`src/rtl/pcm_tx_pkg.sv`:
```
package pcm_tx_pkg;

    // Control states of the transmit framer
    typedef enum logic [1:0] {
        ST_OFF  = 2'd0,
        ST_IDLE = 2'd1,
        ST_SEND = 2'd2
    } tx_state_t;

    // One bit period on the line
    typedef struct packed {
        logic drive;
        logic value;
    } tx_slot_t;

endpackage

```
`src/rtl/pcm_tx_sync_edge.sv`:
```
module pcm_tx_sync_edge (
    input  logic clk,
    input  logic rst_n,
    input  logic fsync,
    output logic start
);
    logic sync_q;

    always_ff @(posedge clk) begin
        if (!rst_n) sync_q <= 1'b0;
        else        sync_q <= fsync;
    end

    // Rising edge only: a held-high sync gives a single start
    assign start = fsync & ~sync_q;

endmodule

```
`src/rtl/pcm_tx_frame_pack.sv`:
```
module pcm_tx_frame_pack #(
    parameter int NCH    = 2,
    parameter int CODE_W = 8,
    parameter int LAT_W  = 3,
    parameter int GAP_W  = 4,
    localparam int SLOT  = CODE_W + 1 + LAT_W + GAP_W,
    localparam int FW    = NCH * SLOT - GAP_W
) (
    input  logic [NCH-1:0]        ch_on,
    input  logic [NCH*CODE_W-1:0] pcm_code,
    input  logic [NCH*LAT_W-1:0]  latch_val,
    output logic [FW-1:0]         frame_bits,
    output logic [FW-1:0]         frame_drv
);
    // Position p (0-based, sent first at p=0) lives at vector index FW-1-p.
    for (genvar c = 0; c < NCH; c++) begin : g_chan
        localparam int BASE = c * SLOT;

        for (genvar k = 0; k < CODE_W; k++) begin : g_code
            // Disabled channel sends the all-ones idle code
            assign frame_bits[FW-1-(BASE+k)] =
                ch_on[c] ? pcm_code[c*CODE_W + CODE_W-1-k] : 1'b1;
            assign frame_drv[FW-1-(BASE+k)] = 1'b1;
        end

        assign frame_bits[FW-1-(BASE+CODE_W)] = ch_on[c];
        assign frame_drv[FW-1-(BASE+CODE_W)]  = 1'b1;

        for (genvar k = 0; k < LAT_W; k++) begin : g_latch
            assign frame_bits[FW-1-(BASE+CODE_W+1+k)] = latch_val[c*LAT_W + LAT_W-1-k];
            assign frame_drv[FW-1-(BASE+CODE_W+1+k)]  = 1'b1;
        end

        if (c < NCH-1) begin : g_gap
            for (genvar k = 0; k < GAP_W; k++) begin : g_gbit
                assign frame_bits[FW-1-(BASE+CODE_W+1+LAT_W+k)] = 1'b1;
                assign frame_drv[FW-1-(BASE+CODE_W+1+LAT_W+k)]  = 1'b0;
            end
        end
    end

endmodule

```
`src/rtl/pcm_tx_fsm.sv`:
```
module pcm_tx_fsm
    import pcm_tx_pkg::*;
#(
    parameter int FW = 28,
    localparam int CW = $clog2(FW + 1)
) (
    input  logic          clk,
    input  logic          rst_n,
    input  logic          pwr_up,
    input  logic          start,
    input  logic [FW-1:0] frame_bits,
    input  logic [FW-1:0] frame_drv,
    output logic          tx_en,
    output logic          tx_dat
);
    tx_state_t     state, nxt;
    logic [CW-1:0] cnt;
    logic [CW-1:0] sel;
    logic          last;
    logic [FW-1:0] hold_bits;
    logic [FW-1:0] hold_drv;
    tx_slot_t      slot_d, slot_q;

    assign last = (cnt == CW'(FW));
    assign sel  = CW'(FW - 1) - cnt;

    // Next-state logic
    always_comb begin
        nxt = state;
        if (!pwr_up) begin
            nxt = ST_OFF;
        end else if (start) begin
            nxt = ST_SEND;
        end else begin
            unique case (state)
                ST_OFF:  nxt = ST_IDLE;
                ST_IDLE: nxt = ST_IDLE;
                ST_SEND: nxt = last ? ST_IDLE : ST_SEND;
                default: nxt = ST_OFF;
            endcase
        end
    end

    // State register
    always_ff @(posedge clk) begin
        if (!rst_n) state <= ST_OFF;
        else        state <= nxt;
    end

    // Frame holding register and position counter
    always_ff @(posedge clk) begin
        if (!rst_n) begin
            cnt       <= '0;
            hold_bits <= '1;
            hold_drv  <= '0;
        end else if (nxt == ST_SEND) begin
            if (start) begin
                hold_bits <= frame_bits;
                hold_drv  <= frame_drv;
                cnt       <= CW'(1);
            end else begin
                cnt <= cnt + CW'(1);
            end
        end else begin
            cnt <= '0;
        end
    end

    // Bit selection for the next period
    always_comb begin
        slot_d = '{drive: 1'b0, value: 1'b1};
        if (nxt == ST_SEND) begin
            if (start) begin
                slot_d.drive = frame_drv[FW-1];
                slot_d.value = frame_bits[FW-1] | ~frame_drv[FW-1];
            end else begin
                slot_d.drive = hold_drv[sel];
                slot_d.value = hold_bits[sel] | ~hold_drv[sel];
            end
        end
    end

    // Output register
    always_ff @(posedge clk) begin
        if (!rst_n) slot_q <= '{drive: 1'b0, value: 1'b1};
        else        slot_q <= slot_d;
    end

    assign tx_en  = slot_q.drive;
    assign tx_dat = slot_q.value;

endmodule

```
`src/rtl/pcm_echo_tx.sv`:
```
module pcm_echo_tx #(
    parameter int NCH    = 2,
    parameter int CODE_W = 8,
    parameter int LAT_W  = 3,
    parameter int GAP_W  = 4,
    localparam int SLOT  = CODE_W + 1 + LAT_W + GAP_W,
    localparam int FW    = NCH * SLOT - GAP_W
) (
    input  logic                  clk,
    input  logic                  rst_n,
    input  logic                  pwr_up,
    input  logic                  fsync,
    input  logic [NCH-1:0]        ch_on,
    input  logic [NCH*CODE_W-1:0] pcm_code,
    input  logic [NCH*LAT_W-1:0]  latch_val,
    output logic                  tx_en,
    output logic                  tx_dat
);
    logic          start;
    logic [FW-1:0] frame_bits;
    logic [FW-1:0] frame_drv;

    pcm_tx_sync_edge u_edge (
        .clk   (clk),
        .rst_n (rst_n),
        .fsync (fsync),
        .start (start)
    );

    pcm_tx_frame_pack #(
        .NCH    (NCH),
        .CODE_W (CODE_W),
        .LAT_W  (LAT_W),
        .GAP_W  (GAP_W)
    ) u_pack (
        .ch_on      (ch_on),
        .pcm_code   (pcm_code),
        .latch_val  (latch_val),
        .frame_bits (frame_bits),
        .frame_drv  (frame_drv)
    );

    pcm_tx_fsm #(
        .FW (FW)
    ) u_fsm (
        .clk        (clk),
        .rst_n      (rst_n),
        .pwr_up     (pwr_up),
        .start      (start),
        .frame_bits (frame_bits),
        .frame_drv  (frame_drv),
        .tx_en      (tx_en),
        .tx_dat     (tx_dat)
    );

endmodule

```
`config.mk`:
```
export PLATFORM = sky130hd
export DESIGN_NAME = pcm_echo_tx
export DESIGN_NICKNAME = d
export VERILOG_FILES = /design/src/rtl/pcm_tx_pkg.sv /design/src/rtl/pcm_tx_sync_edge.sv /design/src/rtl/pcm_tx_frame_pack.sv /design/src/rtl/pcm_tx_fsm.sv /design/src/rtl/pcm_echo_tx.sv
export SDC_FILE = /design/constraint.sdc
export NUM_CORES = 1
export LEC_CHECK = 0
export ABC_CLOCK_PERIOD_IN_PS = 2100
export BUFFER_PORTS_ARGS = -buffer_cell sky130_fd_sc_hd__buf_4
export CORE_ASPECT_RATIO = 0.7
export CORE_UTILIZATION = 54
export CTS_CLUSTER_DIAMETER = 50
export DETAILED_ROUTE_END_ITERATION = 10
export PLACE_DENSITY = 0.78
export SYNTH_ARGS = -nofsm -noshare
export SYNTH_HDL_FRONTEND = slang
export SYNTH_SLANG_ARGS = --single-unit
```
`constraint.sdc`:
```
create_clock -name clk -period 2.1 [get_ports clk]
set_input_delay 0.315 -clock clk [delete_from_list [all_inputs] [get_ports clk]]
set_output_delay 0.315 -clock clk [all_outputs]
set_load 0.1 [all_outputs]
```
==> out/results.tsv, run 1 <==
metric	value	unit
status	finished clean	
clkSinkCount	35	
io_buffers	29	
drtPass1Iterations	6	
postSynthCellCount	182	
grt_usage	23.13	%
slew_violations	0	
first_iter_violations	91	
drive_gt1_share	20.00	%
tightest_slew	0.4853	ns
cts_tree	yes	
clock_latency	0.28	ns
fp.dieH	47.48	µm
path_class	reg -> reg	
grt_pass1_vias	1155	
ctsHoldBuffers	0	
grt_setup_unrepaired	false	
timing.slew.headroom	67.60	%
vias	1336	
ios	30	
ys_types	37	
switching_share	22.89	%
die-area	3179	µm²
max-cap-violations	0	
grt_max_degree	28	
finalCritPeriodShare	85.16	%
power.static_leakage	0.7612	nW
critical_path.reg2reg.endpoint	u_fsm.cnt[2]$_SDFF_PP0_	
seq_area_frac_synth	43.92	%
remaining_drc_errors	0	
clkTransAtPathRegs	0.06	ns
reg2reg_from	u_fsm.cnt[1]$_SDFF_PP0_	
hold_depth	3	
synth.avg_cell_area	8.765	µm²
grt_overflow	0	
initial_utilization	56.92	%
ant_nets	0	
grt_pass1_wl	5306	µm
post-dp-hpwl	2410	µm
cp.arrival	2.01	ns
synth_xor_area_share	2.196	%
postSynth.asyncResetShare	0	%
rows	16	
ctsResizeCount	0	
critPathMaxFanout	12	
synth-seq-cells	35	
placedCellCount	239	
yosys_warnings	0	
cts_buffer_depth	2	
pwr-share-comb	10.7	%
clock-root-buffer	clkbuf_8	
core-area	2803	µm²
synth_compound_area_share	12.08	%
globalplace.congestion	0.9096	
fmax	0.5592	GHz
synth_top_family_by_area	simple AND/OR/NAND/NOR gates	
synthAdderAreaFrac	3.137	%
endpoint_kind	register	
fin_cells	246	
synth_ff_type	dfxtp_1	
power_switching	302.0	µW
startpoint_type	register	
p_int	1.017	mW
final_util	68.17	%
finalSetupViolations	0	
cts_setup_buffers	0	
die_x	66.97	µm
yosys.area_share.simple	25.80	%
peakVddDrop	0.4430	mV
synth_edf_count	0	
reg2reg_slack	0.31	ns
mostFrequentLayoutCells	dfxtp_1, buf_4, nor2_1, nand2_1, o21ai_0	
hold_violations	0	
drt_wl_total	3332	µm
diodes	0	
filler_cell_count	228	
fin_nets	242	
layout_commonest_cell	dfxtp_1	
ff2ff_path_depth	6	
via_per_inst	5.431	
fin_crit	1.788	ns
synth_nets	214	
p_seq_share	53.4	%
numCtsBuffers	5	
antenna_found_initial	0	
hold_end	u_fsm.hold_bits[1]$_SDFFE_PN1P_	
finClkSkew	0.003478	ns
synth_area	1595	µm²
wire_per_inst	13.54	µm
area_growth	19.76	%
setup_tns	0	ns
power.share.clock	35.9	%
hold_path.class	in -> reg	
h-tree-depth	2	
pwr_density_cell	690.5	nW/µm²
hold_start	latch_val[4]	
muxShareOfSynthArea	7.843	%
required	2.32	ns
==> layer usage <==
| metal | vias to the layer above | part of all wire (%) | global-route usage (%) |
|---|---|---|---|
| met2 | 33 | 45 | 39.19 |
| met5 | - | 0 | 0 |
| met1 | 622 | 49 | 29.68 |
| met3 | 5 | 4.9 | 6.429 |
| li1 | 676 | - | - |
| met4 | 0 | 0.63 | 6.383 |
==> cell type report <==
cell class | count | area (µm²) | area share [%]
Multi-Input combinational cell | 130 | 814.5 | 42.63
Sequential cell | 35 | 700.7 | 36.67
Timing Repair Buffer | 32 | 240.2 | 12.57
Clock buffer | 6 | 82.58 | 4.322
Tap cell | 36 | 45.04 | 2.358
Inverter | 6 | 22.52 | 1.179
Clock inverter | 1 | 5.005 | 0.2620
==> power groups by stage <==
stage	Clock [mW]	Combinational [mW]	Sequential (mW)
after global routing	0.516	0.156	0.707
final	0.474	0.142	0.704
after floorplan	0	0.0770	0.720
after global placement	0	0.136	0.718
after CTS	0.480	0.142	0.704
after detailed placement	0	0.141	0.719
==> Yosys cell counts (3+ instances only) <==
library cell / instances / area (µm²)
buf_2: 4 / 20.02
o21ai_0: 17 / 85.08
nor3b_1: 16 / 120.1
inv_1: 6 / 22.52
nand3_1: 11 / 55.05
dfxtp_1: 35 / 700.7
mux2i_1: 8 / 80.08
clkbuf_1: 5 / 18.77
a21oi_1: 3 / 15.01
nand2_1: 19 / 71.32
nor2_1: 21 / 78.83
ha_1: 4 / 50.05
==> flip-flops by register name, summed over array words and instances, names as in the netlist <==
register         cells
u_fsm.tx_en          1
u_fsm.state          2
u_edge.sync_q        1
u_fsm.hold_drv       1
u_fsm.cnt            5
u_fsm.tx_dat         1
u_fsm.hold_bits     24
==> worst max-delay path by stage <==
| stage | startpoint | end | slack [ns] |
|---|---|---|---|
| 2_1_floorplan | u_fsm.cnt[2]$_SDFF_PP0_ | u_fsm.tx_dat$_SDFF_PN1_ | 0.57 |
| 3_3_place_gp | u_fsm.cnt[1]$_SDFF_PP0_ | u_fsm.cnt[2]$_SDFF_PP0_ | 0.42 |
| 3_5_place_dp | u_fsm.cnt[0]$_SDFF_PN0_ | u_fsm.cnt[2]$_SDFF_PP0_ | 0.34 |
| 4_1_cts | u_fsm.cnt[0]$_SDFF_PN0_ | u_fsm.cnt[2]$_SDFF_PP0_ | 0.31 |
| 5_1_grt | u_fsm.cnt[0]$_SDFF_PN0_ | u_fsm.cnt[1]$_SDFF_PP0_ | 0.17 |
| 6_report | u_fsm.cnt[1]$_SDFF_PP0_ | u_fsm.cnt[2]$_SDFF_PP0_ | 0.31 |
==> worst max-delay path, stage by stage, from the launching register on <==
cell and delay (ns):
dfxtp_1 0.62, inv_1 0.12, ha_1 0.20, nand3_1 0.10, nand3b_1 0.12, or3_1 0.44, nor2_1 0.12
==> cell families (layout without fill, tap and decap cells) <==
logic type | after synthesis | after routing
simple gates | 80 | 80
mux | 10 | 10
fa+ha+maj | 4 | 4
flops | 35 | 35
buf+inv | 17 | 45
compound gates | 32 | 32
xor+xnor | 4 | 4
==> stage by stage <==
| step | hold slack, ns | setup WS (ns) | total power, mW | cell area (µm²) |
|---|---|---|---|---|
| 2_1_floorplan | 0.4342 | 0.5743 | 0.7965 | 1595 |
| 3_3_place_gp | 0.4526 | 0.4178 | 0.8548 | 1823 |
| 3_5_place_dp | 0.4545 | 0.3371 | 0.8600 | 1823 |
| 4_1_cts | 0.2440 | 0.3135 | 1.325 | 1911 |
| 5_1_grt | 0.2548 | 0.1747 | 1.378 | 1911 |
| 6_report | 0.2454 | 0.3116 | 1.319 | 1911 |
Note: power is estimated with default switching activity, not from simulation.
==> inputs of run 2 (changes only) <==
--- a/config.mk
+++ b/config.mk
@@ -5,6 +5,7 @@
 export SDC_FILE = /design/constraint.sdc
 export NUM_CORES = 1
 export LEC_CHECK = 0
+export ABC_AREA = 1
 export ABC_CLOCK_PERIOD_IN_PS = 2100
 export BUFFER_PORTS_ARGS = -buffer_cell sky130_fd_sc_hd__buf_4
 export CORE_ASPECT_RATIO = 0.7
==> out/results.tsv, run 2 <==
metric	value	unit
layout_setup_ws	0.4159	ns
fp.dieH	47.05	µm
whs	0.2111	ns
clock-root-buffer	clkbuf_8	
fin_crit	1.684	ns
postSynth.asyncResetShare	0	%
clkTransAtPathRegs	0.07	ns
timing.slew.headroom	75.36	%
vias	1411	
wl_met2	1535	µm
drt-met1-wl	1550	µm
ios	30	
cp.arrival	1.87	ns
finalCritPeriodShare	80.20	%
seq_area_frac_synth	44.76	%
synth_edf_count	0	
hold_path.class	in -> reg	
fmax	0.5938	GHz
ctsResizeCount	0	
grt_usage	24.77	%
first_iter_violations	56	
path_cells	inv_1 -> ha_1 -> nand3_1 -> nand3b_1 -> nand2_1 -> nand3_1 -> nor2_1 -> o21a_1 -> nand2_1	
cts_setup_buffers	0	
grt_pass1_wl	5451	µm
power.static_leakage	0.9188	nW
endpoint_kind	register	
io_buffers	29	
yosys.cell_count.top_type	nand2_1	
p_seq_share	53.1	%
core-area	2609	µm²
largest_reg_flops	24	
postSynthCellCount	206	
grt_setup_unrepaired	false	
numCtsBuffers	5	
yosys_warnings	0	
peakVddDrop	0.5403	mV
startpoint_type	register	
ys_types	23	
rows	15	
die_x	66.35	µm
synth_ff_type	dfxtp_1	
globalplace.congestion	0.8491	
p_total	1.317	mW
diodes	0	
setup_tns	0	ns
synth_top_area_share	44.76	%
hold_violations	0	
layout_commonest_cell	nand2_1	
post-dp-hpwl	2419	µm
dpl_worst_slack	0.4368	ns
ctsHoldBuffers	0	
mostFrequentLayoutCells	nand2_1, dfxtp_1, buf_4, inv_1, nand3_1	
required	2.29	ns
via_per_inst	5.226	
highest_layer	met4	
ant_nets	0	
reg_top3	u_fsm.hold_bits: 24 flops, u_fsm.cnt: 5 flops, u_fsm.state: 2 flops	
pwr_density_cell	704.3	nW/µm²
drt_wl_total	3342	µm
tightest_slew	0.3688	ns
h-tree-depth	2	
grt_pass1_vias	1231	
drtPass1Iterations	4	
wl_met3	199	µm
crit_slowest_cell	dfxtp_1	
cts_tree	yes	
slew_violations	0	
cts_buffer_depth	2	
finClkSkew	0.002303	ns
synth_area_leaders	dfxtp_1, nand2_1, nand3_1	
synth_top_area_cell	dfxtp_1	
cp_num_cells	9	
power.share.clock	35.4	%
pwr-share-comb	11.4	%
drive_gt1_share	19.49	%
finalSetupViolations	0	
path_delay_family	simple AND/OR/NAND/NOR gates	
synth_area	1565	µm²
fin_nets	267	
synth_nets	238	
hold_depth	3	
crit_buf_inv	1	
initial_utilization	60.00	%
synth.avg_cell_area	7.598	µm²
critPathMaxStageDelay	0.49	ns
wire_per_inst	12.38	µm
clock_latency	0.29	ns
critPathMaxFanout	9	
grt_max_degree	29	
ff2ff_path_depth	9	
area_growth	19.42	%
antenna_found_initial	0	
path_class	reg -> reg	
remaining_drc_errors	0	
switching_share	25.23	%
synth-seq-cells	35	
p_int	984.4	µW
top_register	u_fsm.hold_bits	
clkSinkCount	35	
status	finished clean	
power_switching	332.2	µW
grt_overflow	0	
ys_top_cells_by_count	nand2_1, dfxtp_1, inv_1	
die-area	3121	µm²
max-cap-violations	0	
run 2: area by class of cell:
| cell class | instances | area (µm²) |
|---|---|---|
| Clock buffer | 5 | 68.82 |
| Clock inverter | 3 | 15.01 |
| Fill cell | 217 | 739.5 |
| Inverter | 27 | 101.3 |
| Multi-Input combinational cell | 134 | 700.7 |
| Sequential cell | 35 | 700.7 |
| Tap cell | 34 | 42.54 |
| Timing Repair Buffer | 32 | 240.2 |
run 2: cells by family (layout without fill, tap and decap cells):
family / count (synthesis) / count (layout) / share of synthesized area, %
AO/OA/AOI/OAI: 32 / 32 / 13.51
XOR/XNOR: 4 / 4 / 2.239
adder cells (fa/ha/maj): 4 / 4 / 3.198
buffers and inverters: 37 / 67 / 10.47
flip-flops: 35 / 35 / 44.76
AND/OR/NAND/NOR: 94 / 94 / 25.82
run 2: final timing paths:
| path | from | endpoint | slack (ns) |
|---|---|---|---|
| max | u_fsm.cnt[1]$_SDFF_PP0_ | u_fsm.tx_dat$_SDFF_PN1_ | 0.42 |
| min | fsync | u_edge.sync_q$_SDFF_PN0_ | 0.21 |
| max reg2reg | u_fsm.cnt[1]$_SDFF_PP0_ | u_fsm.tx_dat$_SDFF_PN1_ | 0.42 |
| min reg2reg | u_fsm.hold_bits[26]$_SDFFE_PN1P_ | u_fsm.hold_bits[26]$_SDFFE_PN1P_ | 0.48 |
run 2: power groups by stage:
stage	clock, mW	combinational [mW]	sequential [mW]
floorplan	0	0.0875	0.718
global placement	0	0.146	0.713
detailed placement	0	0.151	0.714
CTS	0.476	0.151	0.699
global route	0.509	0.168	0.701
finish	0.466	0.150	0.700
run 2: worst register-to-register path, cell delays in order (launching register included):
cell and delay, ns:
dfxtp_1 0.49, inv_1 0.21, ha_1 0.23, nand3_1 0.10, nand3b_1 0.08, nand2_1 0.06
nand3_1 0.10, nor2_1 0.15, o21a_1 0.13, nand2_1 0.04
run 2: per-layer routing:
layer	up-vias	track usage, %
met2	42	40.61
met1	637	30.80
met4	0	11.91
li1	724	-
met3	8	7.282
met5	-	0
run 2: through the flow:
step / cell area, µm² / util (%) / instances
after floorplan: 1565 / - / 206
after global placement: 1785 / 68.44 / 262
after detailed placement: 1785 / 68.44 / 262
after CTS: 1869 / 71.65 / 270
after global routing: 1869 / 71.65 / 270
final: 1869 / 71.65 / 270
==> inputs of run 3 (changes only) <==
--- a/config.mk
+++ b/config.mk
@@ -5,8 +5,8 @@
 export SDC_FILE = /design/constraint.sdc
 export NUM_CORES = 1
 export LEC_CHECK = 0
-export ABC_AREA = 1
-export ABC_CLOCK_PERIOD_IN_PS = 2100
+export ABC_AREA = 0
+export ABC_CLOCK_PERIOD_IN_PS = 1650
 export BUFFER_PORTS_ARGS = -buffer_cell sky130_fd_sc_hd__buf_4
 export CORE_ASPECT_RATIO = 0.7
 export CORE_UTILIZATION = 54
==> constraint.sdc (replaced) <==
create_clock -name clk -period 1.65 [get_ports clk]
set_input_delay 0.2475 -clock clk [delete_from_list [all_inputs] [get_ports clk]]
set_output_delay 0.2475 -clock clk [all_outputs]
set_load 0.1 [all_outputs]
==> out/results.tsv, run 3 (synthesis gave the netlist of run 1 again) <==
metric	value	unit
p_int	1.348	mW
slew_violations	0	
hold_path.class	in -> reg	
reg2reg_slack	0.12	ns
grt_overflow	0	
clkTransAtPathRegs	0.07	ns
area_growth	22.51	%
grt_max_degree	28	
mostFrequentLayoutCells	buf_4, dfxtp_1, nor2_1, nand2_1, o21ai_0	
ant_nets	0	
required	1.81	ns
reg_top3	u_fsm.hold_bits: 24 flops, u_fsm.cnt: 5 flops, u_fsm.state: 2 flops	
critical_path.reg2reg.endpoint	u_fsm.tx_dat$_SDFF_PN1_	
path_class	reg -> reg	
die-area	3179	µm²
diodes	0	
antenna_found_initial	0	
reg2reg_from	u_fsm.cnt[2]$_SDFF_PP0_	
via_per_inst	5.442	
drtPass1Iterations	4	
startpoint_type	register	
crit_path_start	u_fsm.cnt[2]$_SDFF_PP0_	
core-area	2803	µm²
cts_tree	yes	
initial_utilization	56.92	%
hold_violations	0	
clock_latency	0.28	ns
fmax	0.6553	GHz
cp.arrival	1.69	ns
endpoint_kind	register	
max-cap-violations	0	
finClkSkew	0.005144	ns
ctsHoldBuffers	0	
tightest_slew	0.2791	ns
placedCellCount	241	
grt_pass1_vias	1222	
io_buffers	29	
cts_buffer_depth	2	
ios	30	
ff2ff_path_depth	6	
finalSetupViolations	0	
post-dp-hpwl	2467	µm
clock-root-buffer	clkbuf_8	
fin_nets	244	
vias	1355	
switching_share	22.64	%
fin_cells	249	
fp.dieH	47.48	µm
wire_per_inst	13.60	µm
p_seq_share	51.2	%
status	finished clean	
numCtsBuffers	5	
pwr_density_cell	891.6	nW/µm²
finalCritPeriodShare	92.49	%
timing.slew.headroom	81.54	%
globalplace.congestion	0.8986	
fin_crit	1.526	ns
drt_wl_total	3387	µm
h-tree-depth	2	
clkSinkCount	35	
power_switching	394.4	µW
grt_usage	23.83	%
die_x	66.97	µm
grt_setup_unrepaired	false	
grt_pass1_wl	5375	µm
drive_gt1_share	21.60	%
peakVddDrop	0.5550	mV
remaining_drc_errors	0	
hold_end	u_fsm.hold_bits[0]$_SDFFE_PN1P_	
largest_reg_flops	24	
hold_depth	3	
top_register	u_fsm.hold_bits	
first_iter_violations	111	
power.static_leakage	0.7742	nW
critPathMaxFanout	9	
hold_start	latch_val[3]	
rows	16	
whs	0.1693	ns
power.share.clock	38.3	%
pwr-share-comb	10.5	%
[run 3: cell count changes in the layout (fill, tap and decap cells not counted), moves of 9 or more]
cell,previous run,this run
nand2_1,61,19
inv_1,25,6
nor3b_1,0,16
o21ai_0,1,17
o22ai_1,15,0
nor2_1,7,21
nand3_1,20,11
[run 3: cell type report]
| class | count | area [µm²] |
|---|---|---|
| clock buffers | 8 | 100.1 |
| fillers | 241 | 848.3 |
| inverters | 6 | 22.52 |
| multi-input cells | 130 | 827.0 |
| flip-flops and latches | 35 | 704.4 |
| well taps | 36 | 45.04 |
| repair buffers | 34 | 255.2 |
[run 3: layer usage]
layer	up-vias	part of all wire, %	GRT usage (%)
li1	685	-	-
met1	612	45	29.43
met2	47	46	38.38
met3	11	6.5	7.143
met4	0	2.3	13.19
met5	-	0	0
[run 3: repair_timing]
action | 4_1_cts | 5_1_grt
setup endpoints to repair | 1 | 1
buffers inserted | 0 | 0
gates resized for setup | 1 | 2
[run 3: worst max-delay path by stage]
stage	depth (start not counted)	end
after detailed placement	5	u_fsm.tx_dat$_SDFF_PN1_
after global placement	5	u_fsm.tx_dat$_SDFF_PN1_
after floorplan	5	u_fsm.tx_dat$_SDFF_PN1_
after CTS	5	u_fsm.tx_dat$_SDFF_PN1_
final	6	u_fsm.tx_dat$_SDFF_PN1_
after global routing	6	u_fsm.tx_dat$_SDFF_PN1_
[run 3: power by group through the flow]
stage | clock network (mW) | registers, mW | logic, mW
after floorplan | 0 | 0.916 | 0.0980
after global placement | 0 | 0.911 | 0.177
after detailed placement | 0 | 0.912 | 0.183
after CTS | 0.682 | 0.893 | 0.184
after global routing | 0.722 | 0.894 | 0.203
final | 0.667 | 0.892 | 0.183
[run 3: critical path, cell delays in order, from the launching register on]
cell and delay (ns):
dfxtp_4 0.38, buf_4 0.17, ha_1 0.21, xnor2_1 0.22, o221ai_1 0.15, a32oi_1 0.17, o211ai_1 0.12
[run 3: per-stage QoR]
stage	area [µm²]	setup TNS (ns)	utilization, %	worst slack, ns	power, mW
global route	1954	0	69.73	0.01046	1.819
global placement	1838	0	65.58	0.03426	1.088
detailed placement	1838	-0.04268	65.58	-0.04268	1.095
CTS	1939	0	69.20	0.03665	1.759
floorplan	1595	0	-	0.1243	1.014
finish	1954	0	69.73	0.1239	1.743
